File: src/rtl/adcq_pkg.sv
package adcq_pkg;

  // Status encoding seen at the ports.
  typedef enum logic [1:0] {
    Q_IDLE   = 2'b00,
    Q_ACTIVE = 2'b01,
    Q_PAUSED = 2'b10
  } qstat_e;

  // Sequencing engine states.
  typedef enum logic [1:0] {
    E_IDLE  = 2'b00,
    E_CHECK = 2'b01,
    E_WAIT  = 2'b10
  } eng_e;

endpackage

File: src/rtl/adcq_cmd_table.sv
module adcq_cmd_table #(
  parameter int DEPTH = 40,
  parameter int AW    = 6,
  parameter int CW    = 7,
  parameter int NRD   = 2
) (
  input  logic                 clk,
  input  logic                 we,
  input  logic [AW-1:0]        waddr,
  input  logic [CW-1:0]        wdata,
  input  logic [NRD-1:0][AW-1:0] raddr,
  output logic [NRD-1:0][CW-1:0] rdata
);

  localparam logic [AW:0] DEPTH_V = DEPTH[AW:0];

  logic [CW-1:0] mem [DEPTH];

  // Storage has no reset; software programs it before use.
  always_ff @(posedge clk) begin
    if (we && ({1'b0, waddr} < DEPTH_V)) begin
      mem[waddr] <= wdata;
    end
  end

  // Out-of-range reads return zero; the end-of-queue logic flags them anyway.
  for (genvar g = 0; g < NRD; g++) begin : g_rd
    always_comb begin
      if ({1'b0, raddr[g]} < DEPTH_V) begin
        rdata[g] = mem[raddr[g]];
      end else begin
        rdata[g] = '0;
      end
    end
  end

endmodule

File: src/rtl/adcq_eoq_detect.sv
module adcq_eoq_detect #(
  parameter int DEPTH    = 40,
  parameter int AW       = 6,
  parameter int CW       = 7,
  parameter int EOQ_CODE = 63
) (
  input  logic [AW-1:0] ptr,
  input  logic [CW-1:0] word,
  input  logic          bound_en,
  input  logic [AW-1:0] bound_ptr,
  output logic          eoq
);

  localparam logic [AW:0]   DEPTH_V = DEPTH[AW:0];
  localparam logic [CW-2:0] CODE_V  = EOQ_CODE[CW-2:0];

  logic past_end;
  logic code_hit;
  logic bound_hit;

  // Any of the three causes ends the queue; overlaps merge into one.
  always_comb begin
    past_end  = ({1'b0, ptr} >= DEPTH_V);
    code_hit  = (word[CW-2:0] == CODE_V);
    bound_hit = bound_en && (ptr == bound_ptr);
    eoq       = past_end | code_hit | bound_hit;
  end

endmodule

File: src/rtl/adcq_flags.sv
module adcq_flags #(
  parameter int NQ = 2
) (
  input  logic          clk,
  input  logic          rst_n,
  input  logic [NQ-1:0] set_pause,
  input  logic [NQ-1:0] set_cmpl,
  input  logic [NQ-1:0] clr_pause,
  input  logic [NQ-1:0] clr_cmpl,
  input  logic [NQ-1:0] ie_pause,
  input  logic [NQ-1:0] ie_cmpl,
  output logic [NQ-1:0] pause_flag,
  output logic [NQ-1:0] cmpl_flag,
  output logic [NQ-1:0] irq_pause,
  output logic [NQ-1:0] irq_cmpl
);

  logic [NQ-1:0] pflag_q, pflag_n;
  logic [NQ-1:0] cflag_q, cflag_n;

  for (genvar g = 0; g < NQ; g++) begin : g_q
    // A new event wins over a clear arriving in the same cycle.
    always_comb begin
      pflag_n[g] = pflag_q[g];
      cflag_n[g] = cflag_q[g];
      if (clr_pause[g]) pflag_n[g] = 1'b0;
      if (clr_cmpl[g])  cflag_n[g] = 1'b0;
      if (set_pause[g]) pflag_n[g] = 1'b1;
      if (set_cmpl[g])  cflag_n[g] = 1'b1;
    end

    always_ff @(posedge clk or negedge rst_n) begin
      if (!rst_n) begin
        pflag_q[g] <= 1'b0;
        cflag_q[g] <= 1'b0;
      end else begin
        pflag_q[g] <= pflag_n[g];
        cflag_q[g] <= cflag_n[g];
      end
    end

    a_r10_pause_sticky: assert property (@(posedge clk) disable iff (!rst_n)
      (pflag_q[g] && !clr_pause[g]) |=> pflag_q[g]);
    a_r10_cmpl_sticky: assert property (@(posedge clk) disable iff (!rst_n)
      (cflag_q[g] && !clr_cmpl[g]) |=> cflag_q[g]);
  end

  assign pause_flag = pflag_q;
  assign cmpl_flag  = cflag_q;
  assign irq_pause  = pflag_q & ie_pause;
  assign irq_cmpl   = cflag_q & ie_cmpl;

endmodule

File: src/rtl/adcq_sequencer.sv
module adcq_sequencer #(
  parameter int TBL_DEPTH = 40,
  parameter int PTR_W     = 6,
  parameter int CH_W      = 6,
  parameter int EOQ_CODE  = 63
) (
  input  logic             clk,
  input  logic             rst_n,
  input  logic             tbl_we,
  input  logic [PTR_W-1:0] tbl_waddr,
  input  logic [CH_W:0]    tbl_wdata,
  input  logic [PTR_W-1:0] q2_begin,
  input  logic [1:0]       trig,
  input  logic             conv_done,
  output logic             conv_req,
  output logic [CH_W-1:0]  conv_chan,
  output logic [1:0]       q1_status,
  output logic [1:0]       q2_status,
  output logic [1:0]       pause_flag,
  output logic [1:0]       cmpl_flag,
  input  logic [1:0]       clr_pause,
  input  logic [1:0]       clr_cmpl,
  input  logic [1:0]       ie_pause,
  input  logic [1:0]       ie_cmpl,
  output logic [1:0]       irq_pause,
  output logic [1:0]       irq_cmpl
);
  import adcq_pkg::*;

  localparam int          CW      = CH_W + 1;
  localparam int          NQ      = 2;
  localparam logic [PTR_W:0]  DEPTH_V = TBL_DEPTH[PTR_W:0];
  localparam logic [CH_W-1:0] CODE_V  = EOQ_CODE[CH_W-1:0];

  // Reset: asserted asynchronously, released on a clock edge.
  logic [1:0] rst_sync_q;
  logic       rst_int_n;

  always_ff @(posedge clk or negedge rst_n) begin
    if (!rst_n) rst_sync_q <= 2'b00;
    else        rst_sync_q <= {rst_sync_q[0], 1'b1};
  end
  assign rst_int_n = rst_sync_q[1];

  // State.
  eng_e              eng_q, eng_n;
  logic              cur_q, cur_n;
  logic [PTR_W-1:0]  ptr_q, ptr_n;
  qstat_e            stat_q [NQ];
  qstat_e            stat_n [NQ];
  logic [PTR_W-1:0]  resume_q [NQ];
  logic [PTR_W-1:0]  resume_n [NQ];
  logic [NQ-1:0]     pend_q, pend_n;
  logic              req_q, req_n;
  logic [CH_W-1:0]   chan_q, chan_n;
  logic              pse_q, pse_n;

  logic [NQ-1:0]     set_p, set_c, start;
  logic [PTR_W-1:0]  ptr_inc;
  logic [NQ-1:0][PTR_W-1:0] rd_addr;
  logic [NQ-1:0][CW-1:0]    rd_word;
  logic              eoq_cur, eoq_nxt;
  logic              in_q1;

  assign ptr_inc = ptr_q + 1'b1;
  assign in_q1   = (cur_q == 1'b0);
  assign rd_addr[0] = ptr_q;
  assign rd_addr[1] = ptr_inc;

  adcq_cmd_table #(
    .DEPTH(TBL_DEPTH), .AW(PTR_W), .CW(CW), .NRD(NQ)
  ) u_table (
    .clk   (clk),
    .we    (tbl_we),
    .waddr (tbl_waddr),
    .wdata (tbl_wdata),
    .raddr (rd_addr),
    .rdata (rd_word)
  );

  // Current word and look-ahead word share one detector design.
  adcq_eoq_detect #(
    .DEPTH(TBL_DEPTH), .AW(PTR_W), .CW(CW), .EOQ_CODE(EOQ_CODE)
  ) u_eoq_cur (
    .ptr       (ptr_q),
    .word      (rd_word[0]),
    .bound_en  (in_q1),
    .bound_ptr (q2_begin),
    .eoq       (eoq_cur)
  );

  adcq_eoq_detect #(
    .DEPTH(TBL_DEPTH), .AW(PTR_W), .CW(CW), .EOQ_CODE(EOQ_CODE)
  ) u_eoq_nxt (
    .ptr       (ptr_inc),
    .word      (rd_word[1]),
    .bound_en  (in_q1),
    .bound_ptr (q2_begin),
    .eoq       (eoq_nxt)
  );

  // Next-state logic.
  always_comb begin
    eng_n    = eng_q;
    cur_n    = cur_q;
    ptr_n    = ptr_q;
    stat_n   = stat_q;
    resume_n = resume_q;
    pend_n   = pend_q;
    req_n    = 1'b0;
    chan_n   = chan_q;
    pse_n    = pse_q;
    set_p    = '0;
    set_c    = '0;
    start    = '0;

    unique case (eng_q)
      E_IDLE: begin
        // Fixed priority: queue 1 before queue 2.
        if (pend_q[0]) begin
          start[0]  = 1'b1;
          cur_n     = 1'b0;
          ptr_n     = (stat_q[0] == Q_PAUSED) ? resume_q[0] : '0;
          stat_n[0] = Q_ACTIVE;
          eng_n     = E_CHECK;
        end else if (pend_q[1]) begin
          start[1]  = 1'b1;
          cur_n     = 1'b1;
          ptr_n     = (stat_q[1] == Q_PAUSED) ? resume_q[1] : q2_begin;
          stat_n[1] = Q_ACTIVE;
          eng_n     = E_CHECK;
        end
      end
      E_CHECK: begin
        if (eoq_cur) begin
          // End-of-queue outranks a pause bit in the same word.
          set_c[cur_q]  = 1'b1;
          stat_n[cur_q] = Q_IDLE;
          eng_n         = E_IDLE;
        end else begin
          req_n  = 1'b1;
          chan_n = rd_word[0][CH_W-1:0];
          pse_n  = rd_word[0][CW-1];
          eng_n  = E_WAIT;
        end
      end
      E_WAIT: begin
        if (conv_done) begin
          if (pse_q) begin
            set_p[cur_q] = 1'b1;
            if (eoq_nxt) begin
              set_c[cur_q]  = 1'b1;
              stat_n[cur_q] = Q_IDLE;
            end else begin
              stat_n[cur_q]   = Q_PAUSED;
              resume_n[cur_q] = ptr_inc;
            end
            eng_n = E_IDLE;
          end else begin
            ptr_n = ptr_inc;
            eng_n = E_CHECK;
          end
        end
      end
      default: eng_n = E_IDLE;
    endcase

    // Trigger capture: dropped while the queue is active.
    for (int i = 0; i < NQ; i++) begin
      if (start[i]) begin
        pend_n[i] = 1'b0;
      end else if (trig[i] && (stat_q[i] != Q_ACTIVE)) begin
        pend_n[i] = 1'b1;
      end
    end
  end

  // Registers.
  always_ff @(posedge clk or negedge rst_int_n) begin
    if (!rst_int_n) begin
      eng_q  <= E_IDLE;
      cur_q  <= 1'b0;
      ptr_q  <= '0;
      pend_q <= '0;
      req_q  <= 1'b0;
      chan_q <= '0;
      pse_q  <= 1'b0;
      for (int i = 0; i < NQ; i++) begin
        stat_q[i]   <= Q_IDLE;
        resume_q[i] <= '0;
      end
    end else begin
      eng_q  <= eng_n;
      cur_q  <= cur_n;
      ptr_q  <= ptr_n;
      pend_q <= pend_n;
      req_q  <= req_n;
      chan_q <= chan_n;
      pse_q  <= pse_n;
      for (int i = 0; i < NQ; i++) begin
        stat_q[i]   <= stat_n[i];
        resume_q[i] <= resume_n[i];
      end
    end
  end

  adcq_flags #(.NQ(NQ)) u_flags (
    .clk        (clk),
    .rst_n      (rst_int_n),
    .set_pause  (set_p),
    .set_cmpl   (set_c),
    .clr_pause  (clr_pause),
    .clr_cmpl   (clr_cmpl),
    .ie_pause   (ie_pause),
    .ie_cmpl    (ie_cmpl),
    .pause_flag (pause_flag),
    .cmpl_flag  (cmpl_flag),
    .irq_pause  (irq_pause),
    .irq_cmpl   (irq_cmpl)
  );

  assign conv_req  = req_q;
  assign conv_chan = chan_q;
  assign q1_status = stat_q[0];
  assign q2_status = stat_q[1];

  a_r2_req_one_cycle: assert property (@(posedge clk) disable iff (!rst_int_n)
    conv_req |=> !conv_req);
  a_r3_no_eoq_request: assert property (@(posedge clk) disable iff (!rst_int_n)
    conv_req |-> (conv_chan != CODE_V));
  a_r4_req_inside_table: assert property (@(posedge clk) disable iff (!rst_int_n)
    conv_req |-> ({1'b0, ptr_q} < DEPTH_V));
  a_r11_single_active: assert property (@(posedge clk) disable iff (!rst_int_n)
    !((stat_q[0] == Q_ACTIVE) && (stat_q[1] == Q_ACTIVE)));
  a_r2_no_req_while_waiting: assert property (@(posedge clk) disable iff (!rst_int_n)
    (eng_q == E_WAIT) |-> !req_n);

endmodule

File: config.mk
export PLATFORM = sky130hd
export DESIGN_NAME = adcq_sequencer
export DESIGN_NICKNAME = d
export VERILOG_FILES = /design/src/rtl/adcq_pkg.sv /design/src/rtl/adcq_cmd_table.sv /design/src/rtl/adcq_eoq_detect.sv /design/src/rtl/adcq_flags.sv /design/src/rtl/adcq_sequencer.sv
export SDC_FILE = /design/constraint.sdc
export NUM_CORES = 1
export LEC_CHECK = 0
export BUFFER_PORTS_ARGS = -buffer_cell sky130_fd_sc_hd__clkbuf_2
export CAP_MARGIN = 20
export CORE_MARGIN = 1
export CORE_UTILIZATION = 30
export DETAILED_ROUTE_END_ITERATION = 7
export PLACE_DENSITY = 0.55
export SYNTH_ARGS = -nofsm -noshare
export SYNTH_HDL_FRONTEND = slang
export SYNTH_SLANG_ARGS = --single-unit
File: constraint.sdc
create_clock -name clk -period 1.4 [get_ports clk]
set_input_delay 0 -clock clk [delete_from_list [all_inputs] [get_ports clk]]
set_output_delay 0 -clock clk [all_outputs]
set_load 0.02 [all_outputs]
After elaboration in Yosys (flattened, before gate mapping)
Memories as Yosys holds them, arrays and structs flattened.
Cells that the tools add are included.

cells by class
  $add $sub $neg = 1
  magnitude comparators = 9
  eq/ne operators = 18
  multiplexer cells = 59
  bitwise logic cells = 15
  reduce and logical (&&, ||, !) cells = 24

operators by type and width
  kind                                                            count
  6-bit 2-to-1 mux                                                8
  2-bit 2-to-1 mux                                                15
  1-bit 2-to-1 mux                                                23
  6-bit < comparator (second input constant)                      3
  4-bit 2-to-1 mux                                                4
  2-bit nonzero test                                              8
  2-bit inequality test (second input constant)                   7
  12-bit bitwise mux                                              1
  6-bit == test                                                   2
  6-bit == test (second input constant)                           2
  6-bit >= comparator (second input constant)                     2
  4-bit one-hot mux with 3 select lines                           1
  6-bit one-hot mux with 2 select lines                           1
  4-bit AND reduction                                             2
  1-bit logical AND                                               7
  7-bit 2-to-1 mux                                                1
  6-bit by 1-bit adder with 6-bit output (second input constant)  1
  2-bit bitwise AND                                               3
  6-bit demux with 1-bit select                                   1
  2-bit == test (second input constant)                           3
  2-bit one-hot mux with 3 select lines                           1
  2-bit AND reduction                                             3
  6-bit AND reduction                                             1
  5-bit AND reduction                                             1
  19 further kinds                                                25

storage, ports and cells
  register bits after elaboration = 41
  bits in writable memories = 280
  input port bits = 33
  output and inout port bits = 19
  logic and storage cells = 144
  memories kept = 1

memories
  name         words  bits a word  read ports  clocked after memory_dff  wr ports  RTL line              text
  u_table.mem  40     7            2           0                         1         adcq_cmd_table.sv:17  logic [CW-1:0] mem [DEPTH];

Depth between registers and ports, before layout
Gate-level depths: netlist (run 1).

  depth after elaboration = 11
  gate-level depth with buffers = 17
  gate-level depth less buffers = 10

Hierarchy
Synthesis (run 1) repeated with hierarchy kept, for this count alone.

unflattened totals
  cell total of the unflattened synthesis = 981
  area, all modules = 15889.0 um2

modules (own cells, without submodules)
  module           instances  cells an instance  area an instance (um2)  sequential area each (um2)
  adcq_cmd_table   1          755                13561.8                 8408.1
  adcq_sequencer   1          186                1966.9                  925.9
  adcq_eoq_detect  2          12                 95.1                    0.0
  adcq_flags       1          16                 170.2                   100.1

Worst setup path after synthesis (run 1)
OpenSTA, ideal clock, no wires.

  kind = register -> register
  start point = register ptr_q[1]
  end point = register resume_q[10] (netlist bit)
  library setup time = 0.125 ns
  arrival time = 3.383 ns
  required time = 1.275 ns
  setup slack = -2.108 ns
  cell stages (with the launch flop) = 17
  path buffers = 6
  clock period less this slack = 3.508 ns
  path through = dfrtp_1 -> buf_4 -> inv_1 -> clkbuf_8 -> ha_1 -> clkbuf_1 -> clkbuf_1 -> clkbuf_1 -> nand3_1 -> a21oi_1 -> a32oi_1 -> o211ai_1 -> a31oi_1 -> o21ai_1 -> nand2b_1 -> clkbuf_1 -> mux2_2

between the ends
  longest elaborated chain between the ends = 8
  elaborated cells on any way between the ends = 13
  those cells by class = 1 x add/sub; 2 x order compare; 2 x eq/ne; 2 x mux; 3 x bitwise; 2 x reduce/logical; 1 x memory

ends and longest elaborated chain
  item                                                            RTL line               text
  start: declaration                                              adcq_sequencer.sv:48   logic [PTR_W-1:0] ptr_q, ptr_n;
  start signal: assignment                                        adcq_sequencer.sv:195  ptr_q <= ptr_n;
  6-bit by 1-bit adder with 6-bit output (*)                      adcq_sequencer.sv:65   assign ptr_inc = ptr_q + 1'b1;
  via ptr_inc[1]                                                  adcq_sequencer.sv:59   logic [PTR_W-1:0] ptr_inc;
  memory 40 x 7 bit / 6-bit < comparator (equally long branches)  n/a
  6-bit 2-to-1 mux                                                adcq_cmd_table.sv:29   if ({1'b0, raddr[g]} < DEPTH_V) begin
  6-bit == test                                                   adcq_eoq_detect.sv:24  code_hit = (word[CW-2:0] == CODE_V);
  1-bit OR                                                        adcq_eoq_detect.sv:26  eoq = past_end | code_hit | bound_hit;
  1-bit OR (*)                                                    adcq_eoq_detect.sv:26
  1-bit inverter (no source line) (*)                             n/a
  4-bit AND reduction (no source line) (*)                        n/a
  end signal: indexed assignment                                  adcq_sequencer.sv:202  resume_q[i] <= resume_n[i];
  end: declaration                                                adcq_sequencer.sv:51   logic [PTR_W-1:0] resume_q [NQ];

Mark *: on every way through the listed nets, which the timed path passes. The rest lies on a longest branch.
A chain may end at the register's enable or synchronous reset.

Worst setup path after layout (run 1)
  start point = register ptr_q[0]
  end point = register pse_q

between the ends
  longest elaborated chain between the ends = 7
  elaborated cells on any way between the ends = 11
  those cells by class = 2 x order compare; 2 x eq/ne; 1 x mux; 3 x bitwise; 2 x reduce/logical; 1 x memory

ends and longest elaborated chain
  item                                                            RTL line               text
  memory 40 x 7 bit / 6-bit < comparator (equally long branches)  n/a
  7-bit 2-to-1 mux                                                adcq_cmd_table.sv:29
  6-bit == test                                                   adcq_eoq_detect.sv:24
  1-bit OR (2 in a row)                                           adcq_eoq_detect.sv:26
  1-bit inverter (no source line)                                 n/a
  2-bit AND reduction (no source line)                            n/a
  end signal: assignment                                          adcq_sequencer.sv:199  pse_q <= pse_n;
  end: declaration                                                adcq_sequencer.sv:56   logic pse_q, pse_n;

Parallel ways exist; a longest one is shown, timed or not.

==> results of run 1 <==
how the worst max path moves through the flow:
| stage | startpoint | endpoint | slack [ns] |
|---|---|---|---|
| 2_1_floorplan | ptr_q[1] | resume_q[0] | -1.59 |
| 3_3_place_gp | ptr_q[0] | resume_q[5] | -2.01 |
| 3_5_place_dp | ptr_q[0] | resume_q[4] | -2.07 |
| 4_1_cts | ptr_q[0] | pse_q | -1.77 |
| 5_1_grt | ptr_q[0] | conv_chan[5] | -1.89 |
| 6_report | ptr_q[0] | pse_q | -1.79 |
layout by cell type (no fill, tap or decap), types with 19 or more instances in the layout:
cell       synthesis  layout
buf_12             3      19
buf_6              6      19
nand3_1           36      32
mux4_2            41      47
nand2_1           64      62
a21oi_1           29      21
nor2_1            69      67
nand4_1           30      30
mux2i_1           32      28
edfxtp_1         280     280
clkbuf_2           0      51
buf_4              7     252
dfrtp_1           41      37
clkbuf_16          0      37
metrics by stage:
stage / instance area (um^2) / TNS [ns] / utilization / std cells
6_report: 19600 / -48.35 / 0.411 / 1925
5_1_grt: 19600 / -52.02 / 0.411 / 1925
4_1_cts: 19400 / -47.02 / 0.407 / 1923
3_5_place_dp: 17500 / -54.29 / 0.368 / 1825
3_3_place_gp: 17500 / -52.08 / 0.368 / 1825
2_1_floorplan: 14800 / -41.75 / - / 938
worst min-delay path, stage by stage:
cell,delay [ns]
clkbuf_2,0.14
mux2i_1,0.15
o21ai_0,0.13
o21ai_1,0.16
o21ai_2,0.06
final cells by class:
class	count	area, um^2	share of cell area
clock inverters	18	148	0.00754
repair buffers	361	2960	0.151
multi-input cells	549	5230	0.267
clock buffers	45	956	0.0488
flip-flops and latches	321	9440	0.482
well taps	615	769	0.0393
inverters	16	82.6	0.00422
logic make-up (layout without fill, tap and decap cells):
family	after synthesis	after routing
AOI/OAI and AO/OA	141	141
xor gates and xnor gates	17	17
adders and majority gates	6	6
buffers and inverters	68	440
DFF	321	321
muxes	123	123
other	1	1
and+or+nand+nor	261	261
routing by layer:
layer,track usage,part of all wire,vias to the layer above
met1,0.226,0.43,4944
li1,-,-,4442
met4,0.0609,0.034,0
met2,0.284,0.47,340
met5,0,0,-
met3,0.0347,0.063,89
what timing repair did:
item                       4_1_cts  5_1_grt
hold endpoints to repair       203        0
setup endpoints to repair       33       33
pin swaps                       29       15
setup buffers                   20        5
hold buffers                    16        0
gates resized for setup         95       41
power groups by stage:
stage / combinational, W / sequential, W / clock, W
3_5_place_dp: 0.0138 / 0.0117 / 0
4_1_cts: 0.0161 / 0.0114 / 0.00915
5_1_grt: 0.0178 / 0.0115 / 0.00951
2_1_floorplan: 0.00835 / 0.0116 / 0
3_3_place_gp: 0.0137 / 0.0116 / 0
6_report: 0.0168 / 0.0114 / 0.00894
flip-flops by register name (all words and copies together) (netlist names):
name and count:
cur_q 1, q2_status 2, conv_chan 6, resume_q 12, ptr_q 6, u_flags.pause_flag 2
q1_status 2, eng_q 2, u_flags.cmpl_flag 2, pse_q 1, pend_q 2, u_table.mem 280
conv_req 1, rst_sync_q 2
==> reports/metrics.yaml, run 1 <==
worst_setup_path:
  regToRegSetupSlack_ns: -1.79
  critPathKind: "reg2reg"
  cp.required_ns: 1.83
  crit_fanout: 8
  worstSetupEndpointType: "flop"
  reg2reg_capture_point: "pse_q"
  timing.critical_path.cells: "buf_12, mux4_2, mux4_2, o22a_1, a22oi_2, a211oi_2, a311oi_4, buf_6, mux2_4"
  arrival_ns: 3.61
  crit_path_max_incr_delay_ns: 0.53
  crit_top_cell: "mux4_2"
  number_of_cells_on_the_critical_path: 9
  cp_num_buf_inv: 2
  regToRegStartpoint: "ptr_q[0]"
  critical_path.slowest_cell: "mux4_2"
  worst_setup_path_start_kind: "flop"
  timing.critical_path.max_delay_family: "multiplexers"
  r2r_worst_path_depth: 9
place:
  place_hpwl_um: 29400
  gp_congestion: 0.876
  placement.io_buffers: 51
  preCtsSetupSlack_ns: -2.07
power:
  power_w: 0.0371
  pwr-share-seq: 0.308
  internal_power_w: 0.0246
  power_per_cell_area_nw_per_um2: 1890
  power.switching_fraction: 0.336
  vdd_drop_max_v: 0.000882
  switching_power_w: 0.0125
  leakage_power_figure_nw: 7.07
  clock_power_share: 0.241
  comb_power_share: 0.451
sta:
  final.min_clock_period_ns: 3.19
  final_max_slew_viol_count: 0
  timing.final.setup_violations: 33
  grt_setup_unrepaired: "yes"
  timing.clock.skew_ns: 0.0128
  final.setup.worst_slack_ns: -1.79
  timing.fmax_ghz: 0.314
  final-hold-violation-count: 0
  hold_ws_ns: 0.113
  period_utilisation_layout: 2.28
layout:
  ratio_of_cells_with_drive_above_1_in_the_final_layout: 0.423
  number_of_nets_in_the_finished_design: 1323
  num_antenna_cells: 0
  syn2layout_area_growth_pct: 35.2
  layout.filler_cells: 4342
clocking:
  clkSinkCount: 321
  clock_tree.buffer_depth: 3
  clock_latency_ns: 0.55
  numCtsBuffers: 35
  clock_tree.htree_level_count: 2
  clk_pin_slew_worst_paths_ns: 0.06
  root_buffer: "clkbuf_16"
  tritoncts_clock_tree: "done"
hold_path:
  worst_hold_path.endpoint: "ptr_q[2]"
  min-delay-path-class: "in2reg"
  holdPathStages: 5
  holdCritStartpoint: "q2_begin[2]"
run_status:
  status: "finished with violations"
  failing_checks: "negative setup slack"
route:
  wire_length_per_cell_after_detailed_routing_um: 21.8
  via_count: 9815
  drt_first_pass_iters: 5
  drt_wl_total_um: 42000
  drt_iter0_markers: 797
  drt-vias-per-instance: 5.10
  detail-route-antenna-nets: 0
  drt_drc_violations_left: 0
synthesis:
  synthDistinctLibCells: 71
  synth_edf_count: 280
  netlist_area_um2: 14500
  synth-seq-area-share: 0.651
  yosys.area_share.xor_xnor: 0.0123
  netlist.top_cell.by_area: "edfxtp_1"
  async_reset_ff_frac: 0.128
  postSynthNetCount: 977
  synth-adder-area-share: 0.00518
  most_instantiated_cells_after_synthesis: "edfxtp_1, nor2_1, nand2_1"
  most_used_flip_flop_cell_after_synthesis: "edfxtp_1"
  yosys.cell_count.top_type: "edfxtp_1"
  synthSimpleGateAreaFrac: 0.0882
  synth_top_family_by_area: "multiplexers"
  most_area_consuming_cells_after_synthesis: "edfxtp_1, dfrtp_1, mux4_2, mux4_1, mux2i_1"
  synth_warnings: 0
  netlist_instances: 938
  yosys-mux-area-fraction: 0.147
  share_of_the_synthesized_area_in_compound_gates_ao_oa_aoi_oai: 0.0683
  netlist.area_leader.share: 0.581
  post_synth.cell_area_avg_um2: 15.4
  postSynthRegisterBits: 321
grt:
  antenna_found_initial: 0
  grt_remaining_overflow: 0
  grt.total_usage: 0.172
  grt_first_pass_wirelength_um: 63300
  grt_max_degree: 41
  number_of_global_route_vias_before_repair: 10239
run:
  max_cap_violations: 0
die:
  num_io_pins: 52
  std_cell_rows: 80
  placeableCoreArea_um2: 47600
  floorplan.die.width_um: 222
  floorplan.initialDensity: 0.304
  floorplan.die.height_um: 222
  die-area_um2: 49200
Note: power is estimated with default switching activity, not from simulation.
==> inputs of run 2 (changes only) <==
- ABC_AREA: unset -> 1
- CORE_UTILIZATION: 30 -> 45
- PLACE_DENSITY: 0.55 -> 0.71
==> run 2 against run 1 <==
  * The run still ends with negative setup slack left
  * Die area is 29% lower
  * Synthesized cell count up 71%
  * Final cell count rose by 22%
  * Critical path type unchanged
  * Largest power group unchanged
  * Highest routed layer unchanged
==> reports/metrics.yaml, run 2 <==
sta:
  tightestPinTransition_ns: 0.710
  timing.fmax_ghz: 0.385  # +23%
  hold_ws_ns: 0.0257  # -0.0870 ns
  maxSlewHeadroom: 0.525
  final.setup.worst_slack_ns: -1.20  # +0.587 ns
  grt_setup_unrepaired: "yes"
  final_max_slew_viol_count: 0  # unchanged
  final.min_clock_period_ns: 2.60  # -0.587 ns
  timing.final.setup_violations: 34  # +3.0%
  timing.clock.skew_ns: 0.0321  # +0.0194 ns
  final-hold-violation-count: 0  # unchanged
  period_utilisation_layout: 1.86  # -0.419
run_status:
  failing_checks: "negative setup slack"
  status: "finished with violations"
worst_setup_path:
  r2r_worst_path_depth: 17  # +8
  worst_setup_path_start_kind: "flop"
  worstSetupEndpointType: "flop"
  arrival_ns: 2.99  # -0.62 ns
  crit_fanout: 9  # +1
  critPathKind: "reg2reg"
  timing.critical_path.cells: "clkinv_8, ha_4, inv_8, buf_16, buf_4, nand2_1, nand2_1, nand2_1, nand3_1, nand2_1, inv_2, nor2_4, nand3_4, inv_8, nand2_8, nand2_2, o21ai_2"
  crit_path_max_incr_delay_ns: 0.51  # -0.02 ns
  crit_top_cell: "nand2_1"
  cp.required_ns: 1.80  # -0.03 ns
  critical_path.slowest_cell: "dfrtp_4"
power:
  switching_power_w: 0.0164  # +31%
  leakage_power_figure_nw: 8.25  # +17%
  vdd_drop_max_v: 0.00124  # +41%
  pwr-share-seq: 0.278  # -0.030
  power.switching_fraction: 0.399  # +0.0627
  comb_power_share: 0.512  # +0.061
  power_per_cell_area_nw_per_um2: 2040  # +7.8%
  clock_power_share: 0.210  # -0.031
  internal_power_w: 0.0246  # about the same
die:
  placeableCoreArea_um2: 33600  # -29%
  die-area_um2: 35100  # -29%
  floorplan.die.height_um: 187  # -16%
  floorplan.initialDensity: 0.459  # +0.155
  num_io_pins: 52  # unchanged
  std_cell_rows: 67  # -16%
  floorplan.die.width_um: 187  # -16%
synthesis:
  postSynthNetCount: 1646  # +68%
  post_synth.cell_area_avg_um2: 9.61  # -38%
  netlist_instances: 1607  # +71%
  yosys-mux-area-fraction: 0.00324  # -0.144
  yosys.cell_count.top_type: "nand2_1"
  most_used_flip_flop_cell_after_synthesis: "edfxtp_1"
  synth_edf_count: 280  # unchanged
  postSynthRegisterBits: 321  # unchanged
  synthDistinctLibCells: 45  # -37%
  netlist_area_um2: 15400  # +6.6%
  synthSimpleGateAreaFrac: 0.233  # +0.145
  synth_top_family_by_area: "simple AND/OR/NAND/NOR gates"
  synth-seq-area-share: 0.611  # -0.0404
  most_area_consuming_cells_after_synthesis: "edfxtp_1, nand2_1, dfrtp_1, nand3_1, nor2_1"
  async_reset_ff_frac: 0.128  # unchanged
  synth-adder-area-share: 0.00486  # -0.000321
  yosys.area_share.xor_xnor: 0.00454  # -0.00773
  synth_warnings: 0  # unchanged
  netlist.top_cell.by_area: "edfxtp_1"
  share_of_the_synthesized_area_in_compound_gates_ao_oa_aoi_oai: 0.0813  # +0.0129
  netlist.area_leader.share: 0.545  # -0.0360
  most_instantiated_cells_after_synthesis: "nand2_1, edfxtp_1, nand3_1"
place:
  placement.io_buffers: 51  # unchanged
  place_hpwl_um: 30400  # +3.5%
  placed_cell_area_um2: 17700  # +0.77%
  gp_congestion: 0.919  # +4.9%
  placed_cells: 2244  # +23%
layout:
  ratio_of_cells_with_drive_above_1_in_the_final_layout: 0.265  # -0.158
  syn2layout_area_growth_pct: 29.9
  num_antenna_cells: 0  # unchanged
  layout.core_utilization: 0.597  # +0.186
  largest_register_ffs: 280  # unchanged
  final_cell_count_no_fill: 2357  # +22%
  mostFrequentLayoutCell: "nand2_1"
  non_filler_cell_area_final_um2: 20100  # +2.4%
  max_flop_register: "u_table.mem"
  reg_top3: "u_table.mem (280), resume_q (12)"
  number_of_nets_in_the_finished_design: 1923  # +45%
  layout.filler_cells: 2636  # -39%
  final_cell_mix: "nand2_1, edfxtp_1, buf_4"
grt:
  grt_max_degree: 41  # unchanged
  global_routing_usage_on_met2: 0.419  # +0.135
  global_route.usage.met1: 0.349  # +0.123
  grt.total_usage: 0.265  # +0.0921
  gr-max-usage-layer: "met2"
  grt_first_pass_wirelength_um: 71700  # +13%
  number_of_global_route_vias_before_repair: 13024  # +27%
  grt_remaining_overflow: 0  # unchanged
  met3_layer_usage_reported_by_global_route: 0.0559  # +0.0212
  antenna_found_initial: 0  # unchanged
clocking:
  clkSinkCount: 321  # unchanged
  clk_pin_slew_worst_paths_ns: 0.06  # about the same
  root_buffer: "clkbuf_16"
  tritoncts_clock_tree: "done"
  clock_tree.buffer_depth: 3  # unchanged
  numCtsBuffers: 35  # unchanged
  clock_tree.htree_level_count: 2  # unchanged
  clock_latency_ns: 0.53  # -0.02 ns
route:
  via_count: 13553  # +38%
  drt_drc_violations_left: 0  # unchanged
  wire_length_per_cell_after_detailed_routing_um: 20.2  # -7.4%
  drt_iter0_markers: 1949  # +140%
  drt_wl_total_um: 47600  # +13%
  drt_first_pass_iters: 6  # +1
  detail-route-antenna-nets: 0  # unchanged
  drt-vias-per-instance: 5.75  # +13%
run:
  max_cap_violations: 0  # unchanged
hold_path:
  holdPathStages: 1  # -4
  min-delay-path-class: "in2reg"
==> run 2: cell types whose count changed after synthesis, moves of 21 or more <==
cell	previous run	this run
nand2_1	64	454
nand3_1	36	183
nor2_1	69	181
inv_1	16	87
o21ai_0	27	91
mux4_2	41	0
a21oi_1	29	63
mux2_2	27	0
mux2i_1	32	5
o21ai_1	1	25
mux4_1	21	0
==> run 2: layout make-up <==
cell class	instances	area, um^2	area share
multi-input cells	1112	5680	0.283
clock inverters	16	114	0.00568
flip-flops and latches	321	9440	0.471
clock buffers	46	938	0.0468
well taps	448	561	0.0279
inverters	94	395	0.0197
repair buffers	320	2930	0.146
==> run 2: per-stage QoR <==
stage	worst slack (ns)	total power (W)	setup TNS [ns]
CTS	-1.10	0.0387	-30.46
floorplan	-1.26	0.0216	-26.45
global placement	-1.17	0.0274	-32.90
finish	-1.20	0.0410	-34.06
detailed placement	-1.20	0.0276	-35.47
global route	-1.29	0.0427	-36.97
==> run 2: worst max-delay path: cells and delay by family, from the launching register on <==
| family | cells | cell delay, ns |
|---|---|---|
| flops | 1 | 0.51 |
| fa+ha+maj | 1 | 0.40 |
| buf+inv | 6 | 0.66 |
| compound gates | 1 | 0.05 |
| simple gates | 9 | 0.85 |
==> run 2: kinds of logic (layout without fill, tap and decap cells) <==
| group | Yosys count | count (layout) |
|---|---|---|
| buf+inv | 177 | 476 |
| flops | 321 | 321 |
| simple gates | 863 | 866 |
| xor+xnor | 8 | 8 |
| fa+ha+maj | 6 | 6 |
| mux | 5 | 5 |
| other cells | 1 | 1 |
| compound gates | 226 | 226 |
==> run 2: final timing paths <==
path	start	to	slack, ns
setup / recovery	ptr_q[0]	resume_q[3]	-1.20
hold / removal	tbl_wdata[1]	u_table.mem[12][1]	0.03
setup reg to reg	ptr_q[0]	resume_q[3]	-1.20
hold reg to reg	rst_sync_q[1]	ptr_q[5]	0.21
max in group asynchronous	rst_n	rst_sync_q[1]	0.91
min in group asynchronous	rst_sync_q[1]	ptr_q[5]	0.21
==> run 2: power by group through the flow <==
stage               Sequential (W)  Clock, W  Combinational [W]
detailed placement          0.0115         0             0.0160
global placement            0.0115         0             0.0158
finish                      0.0114   0.00863             0.0210
global route                0.0114   0.00905             0.0222
floorplan                   0.0116         0             0.0100
CTS                         0.0113   0.00870             0.0186
==> run 2: what timing repair did <==
item / CTS / global route
setup buffers: 12 / 11
hold endpoints to repair: 155 / 0
pin swaps: 9 / 41
cloned: 9 / 5
endpoints found under the setup margin: 34 / 36
hold buffers: 15 / 0
resized for setup: 70 / 120
==> run 2: per-layer routing <==
layer	part of all wire	routed length, um	up-vias
met2	0.46	21800	903
met3	0.11	5420	193
li1	-	-	6092
met1	0.38	18100	6365
met5	0	0	-
met4	0.048	2310	0
